$ cat src/rtl/pbus_pkg.sv
package pbus_pkg;
  localparam int unsigned LANES  = 16;
  localparam int unsigned LANE_W = $clog2(LANES);
  localparam int unsigned HALF   = LANES / 2;

  localparam logic [1:0] EDGE_RISE = 2'd0;
  localparam logic [1:0] EDGE_FALL = 2'd1;

  typedef struct packed {
    logic              clk_on;
    logic [LANE_W-1:0] clk_lane;
    logic [1:0]        edge_sel;
    logic [2:0]        preset;
  } cfg_t;

  typedef struct packed {
    logic              wide;
    logic              rev;
    logic [LANE_W-1:0] base;
  } layout_t;

  // codes 6/7 fall back to the low ascending group
  function automatic layout_t decode_preset(logic [2:0] p);
    layout_t l;
    l.rev  = (p == 3'd3) || (p == 3'd4) || (p == 3'd5);
    l.wide = (p == 3'd2) || (p == 3'd5);
    l.base = ((p == 3'd1) || (p == 3'd4)) ? LANE_W'(HALF) : '0;
    return l;
  endfunction
endpackage

$ cat src/rtl/pbus_sync.sv
module pbus_sync #(
  parameter int unsigned WIDTH  = 16,
  parameter int unsigned STAGES = 2
) (
  input  logic             clk_i,
  input  logic             rst_ni,
  input  logic [WIDTH-1:0] d_i,
  output logic [WIDTH-1:0] q_o
);
  logic [WIDTH-1:0] chain_q [STAGES];

  always_ff @(posedge clk_i or negedge rst_ni) begin
    if (!rst_ni) begin
      for (int unsigned s = 0; s < STAGES; s++) chain_q[s] <= '0;
    end else begin
      chain_q[0] <= d_i;
      for (int unsigned s = 1; s < STAGES; s++) chain_q[s] <= chain_q[s-1];
    end
  end

  assign q_o = chain_q[STAGES-1];
endmodule

$ cat src/rtl/pbus_map.sv
module pbus_map
  import pbus_pkg::*;
(
  input  logic [LANES-1:0] lanes_i,
  input  layout_t          layout_i,
  output logic [LANES-1:0] word_o
);
  logic [LANE_W-1:0] top_off;
  assign top_off = layout_i.wide ? LANE_W'(LANES - 1) : LANE_W'(HALF - 1);

  for (genvar b = 0; b < LANES; b++) begin : g_bit
    logic [LANE_W-1:0] fwd_idx, rev_idx, src_idx;
    assign fwd_idx = layout_i.base + LANE_W'(b);
    assign rev_idx = layout_i.base + top_off - LANE_W'(b);
    assign src_idx = layout_i.rev ? rev_idx : fwd_idx;
    if (b < HALF) begin : g_lo
      assign word_o[b] = lanes_i[src_idx];
    end else begin : g_hi
      assign word_o[b] = layout_i.wide & lanes_i[src_idx];
    end
  end
endmodule

$ cat src/rtl/pbus_event.sv
module pbus_event
  import pbus_pkg::*;
(
  input  logic             clk_i,
  input  logic             rst_ni,
  input  logic [LANES-1:0] cur_i,
  input  cfg_t             cfg_i,
  input  layout_t          layout_i,
  output logic             hit_o
);
  logic [LANES-1:0] prev_q;
  logic [LANES-1:0] grp_mask;
  logic             clk_now, clk_was, clk_hit, data_hit;

  // history follows the lanes at all times, so enabling never sees a stale sample
  always_ff @(posedge clk_i or negedge rst_ni) begin
    if (!rst_ni) prev_q <= '0;
    else         prev_q <= cur_i;
  end

  for (genvar j = 0; j < LANES; j++) begin : g_mask
    localparam bit UPPER = (j >= HALF);
    assign grp_mask[j] = layout_i.wide |
                         (UPPER ? layout_i.base[LANE_W-1] : ~layout_i.base[LANE_W-1]);
  end

  assign clk_now  = cur_i[cfg_i.clk_lane];
  assign clk_was  = prev_q[cfg_i.clk_lane];
  assign data_hit = |((cur_i ^ prev_q) & grp_mask);

  always_comb begin
    case (cfg_i.edge_sel)
      EDGE_RISE: clk_hit = clk_now & ~clk_was;
      EDGE_FALL: clk_hit = ~clk_now & clk_was;
      default:   clk_hit = clk_now ^ clk_was;
    endcase
  end

  assign hit_o = cfg_i.clk_on ? clk_hit : data_hit;
endmodule

$ cat src/rtl/pbus_capture.sv
module pbus_capture
  import pbus_pkg::*;
#(
  parameter int unsigned SYNC_STAGES = 2
) (
  input  logic              clk_i,
  input  logic              rst_ni,
  input  logic              enable_i,
  input  logic              clk_on_i,
  input  logic [LANE_W-1:0] clk_lane_i,
  input  logic [1:0]        edge_sel_i,
  input  logic [2:0]        preset_i,
  input  logic [LANES-1:0]  lanes_i,
  output logic              valid_o,
  output logic              wide_o,
  output logic [LANES-1:0]  word_o
);
  cfg_t             cfg_q;
  logic             en_q;
  layout_t          layout;
  logic [LANES-1:0] lanes_sync;
  logic [LANES-1:0] word_map;
  logic             hit;

  assign layout = decode_preset(cfg_q.preset);

  pbus_sync #(.WIDTH(LANES), .STAGES(SYNC_STAGES)) i_sync (
    .clk_i  (clk_i),
    .rst_ni (rst_ni),
    .d_i    (lanes_i),
    .q_o    (lanes_sync)
  );

  pbus_map i_map (
    .lanes_i  (lanes_sync),
    .layout_i (layout),
    .word_o   (word_map)
  );

  pbus_event i_event (
    .clk_i    (clk_i),
    .rst_ni   (rst_ni),
    .cur_i    (lanes_sync),
    .cfg_i    (cfg_q),
    .layout_i (layout),
    .hit_o    (hit)
  );

  always_ff @(posedge clk_i or negedge rst_ni) begin
    if (!rst_ni) begin
      cfg_q   <= '0;
      en_q    <= 1'b0;
      valid_o <= 1'b0;
      wide_o  <= 1'b0;
      word_o  <= '0;
    end else begin
      en_q <= enable_i;
      if (!enable_i) begin
        cfg_q.clk_on   <= clk_on_i;
        cfg_q.clk_lane <= clk_lane_i;
        cfg_q.edge_sel <= edge_sel_i;
        cfg_q.preset   <= preset_i;
      end
      valid_o <= en_q & hit;
      if (en_q & hit) begin
        word_o <= word_map;
        wide_o <= layout.wide;
      end
    end
  end
endmodule

$ cat config.mk
export PLATFORM = sky130hd
export DESIGN_NAME = pbus_capture
export DESIGN_NICKNAME = d
export VERILOG_FILES = /design/src/rtl/pbus_pkg.sv /design/src/rtl/pbus_sync.sv /design/src/rtl/pbus_map.sv /design/src/rtl/pbus_event.sv /design/src/rtl/pbus_capture.sv
export SDC_FILE = /design/constraint.sdc
export NUM_CORES = 1
export LEC_CHECK = 0
export BUFFER_PORTS_ARGS = -buffer_cell sky130_fd_sc_hd__buf_4
export CAP_MARGIN = 10
export CORE_AREA = 2 2 78 80
export CTS_CLUSTER_DIAMETER = 100
export DETAILED_ROUTE_END_ITERATION = 12
export DIE_AREA = 0 0 80 82
export GPL_TIMING_DRIVEN = 0
export PLACE_DENSITY = 0.87
export SKIP_LAST_GASP = 1
export SLEW_MARGIN = 10
export SYNTH_ARGS = -nofsm -noshare
export SYNTH_HDL_FRONTEND = slang
export SYNTH_SLANG_ARGS = --single-unit
$ cat constraint.sdc
create_clock -name clk_i -period 6.3 [get_ports clk_i]
set_clock_uncertainty 0.15 [all_clocks]
set_input_delay 0.945 -clock clk_i [delete_from_list [all_inputs] [get_ports clk_i]]
set_output_delay 0.945 -clock clk_i [all_outputs]
set_load 0.02 [all_outputs]
Word level (Yosys, flattened, before mapping)
Index checks and enable logic that the tools add are counted.
Word-level totals
  register bits: 77
  bits of input ports: 29
  logic and storage cells: 146
Cells by class
  add/subtract/negate cells: 31
  order comparisons: 17
  eq/ne operators: 6
  muxes and demuxes: 56
  bitwise logic cells: 19
  reduce and logical (&&, ||, !) cells: 6
Operator list (count)
  $lt A4 B5 Y1 const B: 17
  $bmux W1 S4: 18
  $mux W4: 18
  $add A4 B4 Y4 const B: 8
  $sub A4 B4 Y4 const B: 8
  $mux W1: 19
  $add A4 B3 Y4 const B: 4
  $and A16 B16 Y16: 1
  $reduce_or A16 Y1: 1
  $sub A4 B3 Y4 const B: 4
  $xor A16 B16 Y16: 1
  $and A1 B1 Y1: 11
  $add A4 B2 Y4 const B: 2
  $sub A4 B2 Y4 const B: 2
  $eq A3 B2 Y1 const B: 2
  $eq A3 B3 Y1 const B: 2
  $add A4 B1 Y4 const B: 1
  $add A4 B4 Y4: 1
  $logic_or A1 B1 Y1: 4
  $sub A4 B1 Y4 const B: 1
  $eq A3 B1 Y1 const B: 1
  $not A1 Y1: 3
  $eq A2 B1 Y1 const B: 1
  $logic_not A2 Y1: 1
  3 further kinds: 4

Depth between registers and ports, before layout
Gate-level depths: netlist of run 1.
  depth in word-level cells: 9
  gate-level depth with buffers: 12
  mapped depth without buffers: 10

Cells and area by module
Synthesis of run 1 repeated with hierarchy kept, for this count alone.
Second synthesis, totals
  cells, all modules: 340
  area total of the unflattened synthesis: 4466.8 sq um
Modules (own cells, without submodules)
  pbus_map: instances 1, cells an instance 161, area an instance 1470.2 sq um
  pbus_capture: instances 1, cells an instance 70, area an instance 1157.4 sq um
  pbus_sync: instances 1, cells an instance 48, area an instance 920.9 sq um
  pbus_event: instances 1, cells an instance 61, area an instance 918.4 sq um

Worst setup path before layout of run 1
OpenSTA, ideal clock, no wires.
  kind: register to register
  from: register cfg_q[6] in the netlist's numbering
  to: register word_o[7]
  library setup time: 0.125 ns
  arrival: 3.177 ns
  data required time: 6.025 ns
  path slack: 2.848 ns
  stages on the path, launching flop included: 12
  cells stage by stage: dfrtp_1 -> clkbuf_1 -> mux4_1 -> mux4_2 -> ha_1 -> nor2b_1 -> a211oi_1 -> a21oi_1 -> a311o_1 -> buf_6 -> buf_12 -> mux2_4
Between the ends
  word-level cells in the longest chain between the ends: 7
  elaborated cells between the ends (all ways): 12
  those cells by class: mux: 6; bitwise: 6
Ends and longest elaborated chain
  from (decl): RTL line pbus_capture.sv:18  | cfg_t cfg_q;
  $bmux W1 S4 (on tied branches): RTL line pbus_event.sv:27, pbus_event.sv:28
  $mux W1 (on tied branches): RTL line pbus_event.sv:27, pbus_event.sv:28
  $not A1 Y1 (on tied branches): RTL line pbus_event.sv:34, pbus_event.sv:33
  $and A1 B1 Y1 (on tied branches): RTL line pbus_event.sv:34, pbus_event.sv:33
  $pmux W1 S2 (*): RTL line pbus_event.sv:32  | case (cfg_i.edge_sel)
  $mux W1 (*): RTL line pbus_event.sv:39  | assign hit_o = cfg_i.clk_on ? clk_hit : data_hit;
  $and A1 B1 Y1 (*): RTL line pbus_capture.sv:65  | if (en_q & hit) begin
  to (signal assigned): RTL line pbus_capture.sv:66  | word_o <= word_map;
  to (decl): RTL line pbus_capture.sv:16  | output logic [LANES-1:0] word_o
Every way passes the cells marked *; elsewhere a longest branch is shown, timed or not. The select of a mux whose other input is x is not followed.
A chain may end at the register's enable or synchronous reset.

Final worst setup path of run 1
Same ends and word-level chain as after synthesis.

==> flow_summary_export.csv, run 1 <==
group,metric,value,unit
critical_path,r2r-start,"cfg_q[6]",
sta,final_hold_viol_count,0,
final_layout,area_delta_synth_final,18.8,%
critical_path,cp-start-kind,"register",
final_layout,layout.nets,307,
final_layout,diodes,0,
clock_tree,holdBufCountCts,0,
clock_tree,cts_tree,"yes",
detailed_routing,antenna_left,0,
sta,max_slew.worst_pin.slew,0.921,ns
sta,drv_slew,0,
worst_hold_path,hold_path_startpoint,"i_sync.chain_q[26]",
final_layout,fin_util,69.5,%
clock_tree,clkSinkCount,77,
synthesis,ys_ff_latch,77,
detailed_routing,drc,0,
place,place_ws,2.59,ns
synthesis,synth_nets,250,
final_layout,final_area,0.00399,mm^2
outcome,status,"complete, no violations",
global_routing,grt_pass1_vias,1931,
synthesis,synthTopCellsByArea,"dfrtp_1 57%, mux4_2 10%, mux2i_1 9.5%, mux2_2 6.0%, xor2_1 4.4%",
critical_path,path_buf_inv,3,
synthesis,yosys.area.top_type_share,57.3,%
floorplanning,fp.dieH,82,um
sta,setup-tns-final,0,ns
clock_tree,cts_max_path_buffers,2,
critical_path,ff2ff_setup_slack,2.61,ns
synthesis,ys_types,25,
critical_path,cpMaxStageDelayCell,"mux4_1",
final_layout,layout-drive-gt1-share,37.3,%
synthesis,syn_inst,217,
place,finalWeightedCongestion,0.750,
detailed_routing,first_pass_iters,4,
synthesis,synth_ff_type,"dfrtp_1",
detailed_routing,vias_per_cell,5.42,
synthesis,synth_edf_count,0,
clock_tree,cts_setup_buffers,0,
synthesis,yosysMostFrequentCell,"dfrtp_1",
sta,finalCriticalPeriod,3.69,ns
synthesis,yosys.area.top_type,"dfrtp_1",
sta,fin_ws,2.61,ns
sta,timing.final.crit_share,58.5,%
critical_path,cp.arrival,3.76,ns
clock_tree,htreeDepth,3,
global_routing,grt_antenna_before_repair,0,
critical_path,critPathMaxStageDelay,0.63,ns
synthesis,ys_seq_area_share,57.3,%
clock_tree,clk_pin_slew,0.09,ns
job,max_cap_violations,0,
pwr,ir_drop,0.199,mV
pwr,p_leak,1.83,nW
place,place_area,0.00380,mm^2
synthesis,syn_area,0.00336,mm^2
global_routing,track_usage,19.9,%
clock_tree,postCtsResizedCells,0,
clock_tree,cts_root_buf,"clkbuf_8",
floorplanning,chipWidth,80,um
global_routing,overflow,0,
floorplanning,pin_count,47,
sta,setup_viol,0,
critical_path,ff2ff_path_depth,11,
pwr,power.density,328,mW/mm^2
global_routing,grt_max_degree,78,
sta,fmax,0.271,GHz
critical_path,critical_path.max_fanout,10,
floorplanning,floorplan.initialDensity,58.5,%
clock_tree,clock_latency,0.34,ns
critical_path,required,6.38,ns
worst_hold_path,hold_class,"register to register",
detailed_routing,vias,1920,
synthesis,synth_warnings,0,
detailed_routing,routedWlPerCell,16.7,um
critical_path,setup.worst_path.end_class,"register",
place,hpwl,4040,um
clock_tree,cts_made_buffers,9,
critical_path,crit_chain,"clkbuf_1 -> mux4_1 -> mux4_2 -> ha_1 -> nor2b_1 -> a211oi_1 -> a21oi_1 -> a311o_1 -> buf_6 -> buf_12 -> mux2_4",
floorplanning,core_area,0.00575,mm^2
worst_hold_path,whs_endpoint,"i_sync.q_o[10]",
detailed_routing,routed_wl,5900,um
global_routing,grt_pass1_wl,9590,um
floorplanning,dieArea,0.00656,mm^2
floorplanning,rows,28,
critical_path,cp_top_family,"multiplexers",
sta,grt_setup_unrepaired,"no",
synthesis,avgSynthCellArea,15.5,um^2
worst_hold_path,whs_path_depth,0,
critical_path,path_class,"register to register",
synthesis,netlist_top_cells_count,"77 x dfrtp_1, 32 x mux2i_1, 18 x mux2_2",
synthesis,synthArstFlopShare,100,%
detailed_routing,first_iter_violations,105,
critical_path,reg2reg_to,"word_o[7]",
place,port_buffers,46,
sta,relSlewSlack,38.6,%
## stage by stage
step                      std cells  hold WS [ns]  total power [W]
final                           354         0.201          0.00131
after global routing            354         0.207          0.00137
after CTS                       354         0.202          0.00133
after detailed placement        338         0.185         0.000971
after global placement          338         0.183         0.000959
after floorplan                 217         0.181         0.000841
## cells by family (layout without fill, tap and decap cells)
logic type               count (synthesis)  count (layout)  share of synthesized area, %
flip-flops                              77              77                          57.3
multiplexers                            69              69                          28.4
buffers and inverters                   22              84                          3.27
AND/OR/NAND/NOR                         19              19                          2.98
XOR/XNOR                                17              17                          4.43
AO/OA/AOI/OAI                            9               9                          2.12
adder cells (fa/ha/maj)                  4               4                          1.49
## metal layers
| layer | vias up | part of all wire [%] | track usage [%] |
|---|---|---|---|
| met3 | 6 | 4.7 | 4.62 |
| met5 | - | 0 | 0 |
| met4 | 0 | 1.1 | 8.81 |
| li1 | 892 | - | - |
| met1 | 966 | 43 | 27.5 |
| met2 | 56 | 52 | 30.4 |
## registers in the layout (all words and copies together), names as in the netlist
name	cells
wide_o	1
i_sync.q_o	16
i_event.prev_q	16
cfg_q	10
en_q	1
word_o	16
valid_o	1
i_sync.chain_q	16
## layout make-up
cell class              count  area, um^2
multi-input cells         118        1330
inverters                  13        48.8
flip-flops and latches     77        1930
clock inverters             6        53.8
repair buffers             46         345
plain buffers               9        61.3
clock buffers              10         138
fillers                   415        1750
well taps                  75        93.8
## placed cells by master, fill, tap and decap left out, types with 4 or more instances in the layout
| cell type | Yosys | final |
|---|---|---|
| dfrtp_1 | 77 | 77 |
| buf_4 | 0 | 46 |
| mux2i_1 | 32 | 32 |
| mux2_2 | 18 | 18 |
| xor2_1 | 17 | 17 |
| mux4_2 | 15 | 15 |
| inv_1 | 13 | 13 |
| nand2_1 | 10 | 10 |
| clkbuf_8 | 0 | 10 |
| clkbuf_1 | 4 | 4 |
| ha_1 | 4 | 4 |
## worst reg2reg max path, delay by kind of cell (launching register included)
family / cells / cell delay (ns)
muxes: 3 / 1.40
adders and majority gates: 1 / 0.20
buffers and inverters: 3 / 0.74
DFF: 1 / 0.33
AOI/OAI and AO/OA: 3 / 0.64
and+or+nand+nor: 1 / 0.12
## power breakdown
group          internal, W  switching [W]  total, W
registers         0.000558      0.0000463  0.000604
clock network     0.000161       0.000189  0.000351
logic             0.000186       0.000168  0.000353
total             0.000905       0.000403   0.00131
## worst max path at each step
stage,startpoint,endpoint,slack [ns],cells after the start
6_report,cfg_q[6],word_o[7],2.61,11
5_1_grt,cfg_q[6],word_o[7],2.44,11
4_1_cts,cfg_q[6],word_o[7],2.57,11
3_5_place_dp,cfg_q[6],word_o[7],2.59,11
3_3_place_gp,cfg_q[6],word_o[7],2.65,11
2_1_floorplan,cfg_q[6],word_o[7],2.85,11
No activity file was read; power rests on OpenSTA's default activity.
==> inputs of run 2 (changes only) <==
- CORE_AREA: 2 2 78 80 -> 2 2 85 87
- DIE_AREA: 0 0 80 82 -> 0 0 87 89
- PLACE_DENSITY: 0.87 -> 0.78
- clock period: 6.3 -> 3.2 ns (I/O delays scaled with it)
==> flow_summary_export.csv, run 2 (synthesis gave the netlist of run 1 again) <==
group,metric,value,unit
place,port_buffers,46,
place,place_area,0.00382,mm^2
global_routing,overflow,0,
sta,fin_ws,0.0543,ns
critical_path,ff2ff_path_depth,10,
critical_path,path_class,"register to register",
floorplanning,floorplan.initialDensity,50.0,%
critical_path,setup.worst_path.end_class,"register",
global_routing,track_usage,17.1,%
critical_path,cp-start-kind,"register",
detailed_routing,antenna_left,0,
critical_path,critPathMaxStageDelay,0.51,ns
floorplanning,rows,30,
final_layout,layout.nets,311,
pwr,p_total,0.00262,W
sta,finalCriticalPeriod,3.15,ns
final_layout,layout-drive-gt1-share,41.7,%
clock_tree,htreeDepth,3,
final_layout,final_common_cell,"dfrtp_1",
critical_path,critical_path.max_fanout,8,
global_routing,grt_antenna_before_repair,0,
final_layout,multiInputGateArea,0.00135,mm^2
sta,drv_slew,0,
pwr,p_leak,1.86,nW
final_layout,final_cell_mix,"74 x dfrtp_1, 49 x buf_4, 32 x mux2i_1",
floorplanning,dieArea,0.00774,mm^2
floorplanning,chipWidth,87,um
outcome,status,"complete, no violations",
critical_path,r2r-start,"i_sync.q_o[7]",
detailed_routing,first_pass_iters,4,
sta,setup_viol,0,
detailed_routing,first_iter_violations,111,
clock_tree,cts_tree,"yes",
pwr,comb_power_share,28.1,%
global_routing,grt_pass1_vias,1900,
floorplanning,core_area,0.00672,mm^2
clock_tree,clkSinkCount,77,
critical_path,required,3.29,ns
pwr,power.density,641,mW/mm^2
detailed_routing,vias,1964,
global_routing,grt_max_degree,78,
pwr,seqPwrFrac,45.5,%
clock_tree,clk_pin_slew,0.09,ns
sta,hold_ws,0.0728,ns
job,max_cap_violations,0,
place,dpl.cell_count,343,
place,place_ws,-0.121,ns
final_layout,layout.area.seq,0.00193,mm^2
final_layout,area_delta_synth_final,21.5,%
sta,timing.final.crit_share,98.3,%
critical_path,crit_chain,"mux4_2 -> mux4_2 -> ha_2 -> nor2b_4 -> a211oi_2 -> a21oi_1 -> a311o_1 -> buf_6 -> buf_12 -> mux2_4",
sta,max_slew.worst_pin.slew,0.931,ns
pwr,sw_frac_of_total,31.5,%
final_layout,fill_cells,530,
clock_tree,clock_latency,0.35,ns
detailed_routing,vias_per_cell,5.41,
worst_hold_path,hold_class,"primary input to asynchronous set/reset pin",
pwr,switching_power,0.000825,W
sta,fmax,0.318,GHz
final_layout,diodes,0,
sta,final_hold_viol_count,0,
place,hpwl,4030,um
final_layout,stdcell_count,363,
critical_path,cp_common_cell,"mux4_2",
floorplanning,fp.dieH,89,um
final_layout,final_area,0.00408,mm^2
sta,relSlewSlack,37.9,%
floorplanning,pin_count,47,
place,finalWeightedCongestion,0.782,
clock_tree,cts_max_path_buffers,2,
global_routing,grt_pass1_wl,9740,um
pwr,p_clk_share,26.4,%
pwr,ir_drop,0.469,mV
detailed_routing,drc,0,
critical_path,reg2reg_to,"word_o[3]",
detailed_routing,routedWlPerCell,16.7,um
critical_path,cpMaxStageDelayCell,"mux4_2",
clock_tree,cts_made_buffers,9,
clock_tree,cts_root_buf,"clkbuf_8",
pwr,intPower,0.00179,W
critical_path,ff2ff_setup_slack,0.05,ns
detailed_routing,routed_wl,6050,um
critical_path,cp.arrival,3.24,ns
[run 2: changes by cell type in the layout (fill, tap and decap cells not counted), sizes merged]
| cell | previous run | this run |
|---|---|---|
| clkbuf | 14 | 11 |
| clkinv | 1 | 0 |
| buf | 51 | 57 |
| clkinvlp | 1 | 2 |
| inv | 17 | 18 |
[run 2: worst max path at each step]
stage                     slack, ns     startpoint  depth (start not counted)   endpoint
after floorplan                0.02       cfg_q[6]                         11  word_o[7]
after global placement        -0.11       cfg_q[6]                         11  word_o[7]
after detailed placement      -0.12       cfg_q[6]                         11  word_o[7]
after CTS                      0.01       cfg_q[6]                         11  word_o[7]
after global routing          -0.03  i_sync.q_o[0]                         10  word_o[7]
final                          0.05  i_sync.q_o[7]                         10  word_o[3]
[run 2: worst max-delay path, delay by kind of cell, from the launching register on]
kind / cells / cell delay, ns
DFF: 1 / 0.49
and+or+nand+nor: 1 / 0.12
adders and majority gates: 1 / 0.20
AOI/OAI and AO/OA: 3 / 0.50
buffers and inverters: 2 / 0.27
muxes: 3 / 1.28
[run 2: power groups by stage]
| stage | clock, W | sequential (W) | combinational, W |
|---|---|---|---|
| after floorplan | 0 | 0.00129 | 0.000367 |
| after global placement | 0 | 0.00121 | 0.000693 |
| after detailed placement | 0 | 0.00121 | 0.000705 |
| after CTS | 0.000708 | 0.00119 | 0.000725 |
| after global routing | 0.000760 | 0.00121 | 0.000793 |
| final | 0.000691 | 0.00119 | 0.000735 |
[run 2: layer usage]
| layer | track usage (%) | part of all wire (%) |
|---|---|---|
| met2 | 25.0 | 48 |
| met5 | 0 | 0 |
| met1 | 24.4 | 46 |
| met3 | 3.32 | 3.6 |
| met4 | 9.52 | 2.3 |
[run 2: final cells by class]
type | instances | share of cell area, %
flip-flops and latches | 77 | 47.3
multi-input cells | 118 | 33.1
repair buffers | 50 | 9.50
clock buffers | 9 | 3.03
well taps | 80 | 2.45
plain buffers | 9 | 1.96
clock inverters | 7 | 1.50
inverters | 13 | 1.19
[run 2: timing repair]
item                                    4_1_cts  5_1_grt
pin swaps                                     2        1
resized for setup                             3       12
setup buffers                                 2        2
endpoints found under the setup margin        2       16
hold buffers                                  0        0
[run 2: per-stage QoR]
step	setup TNS (ns)	utilization, %
final	0	60.8
after global routing	-0.0722	60.8
after CTS	0	60.0
after detailed placement	-0.121	56.8
after global placement	-0.113	56.8
after floorplan	0	-
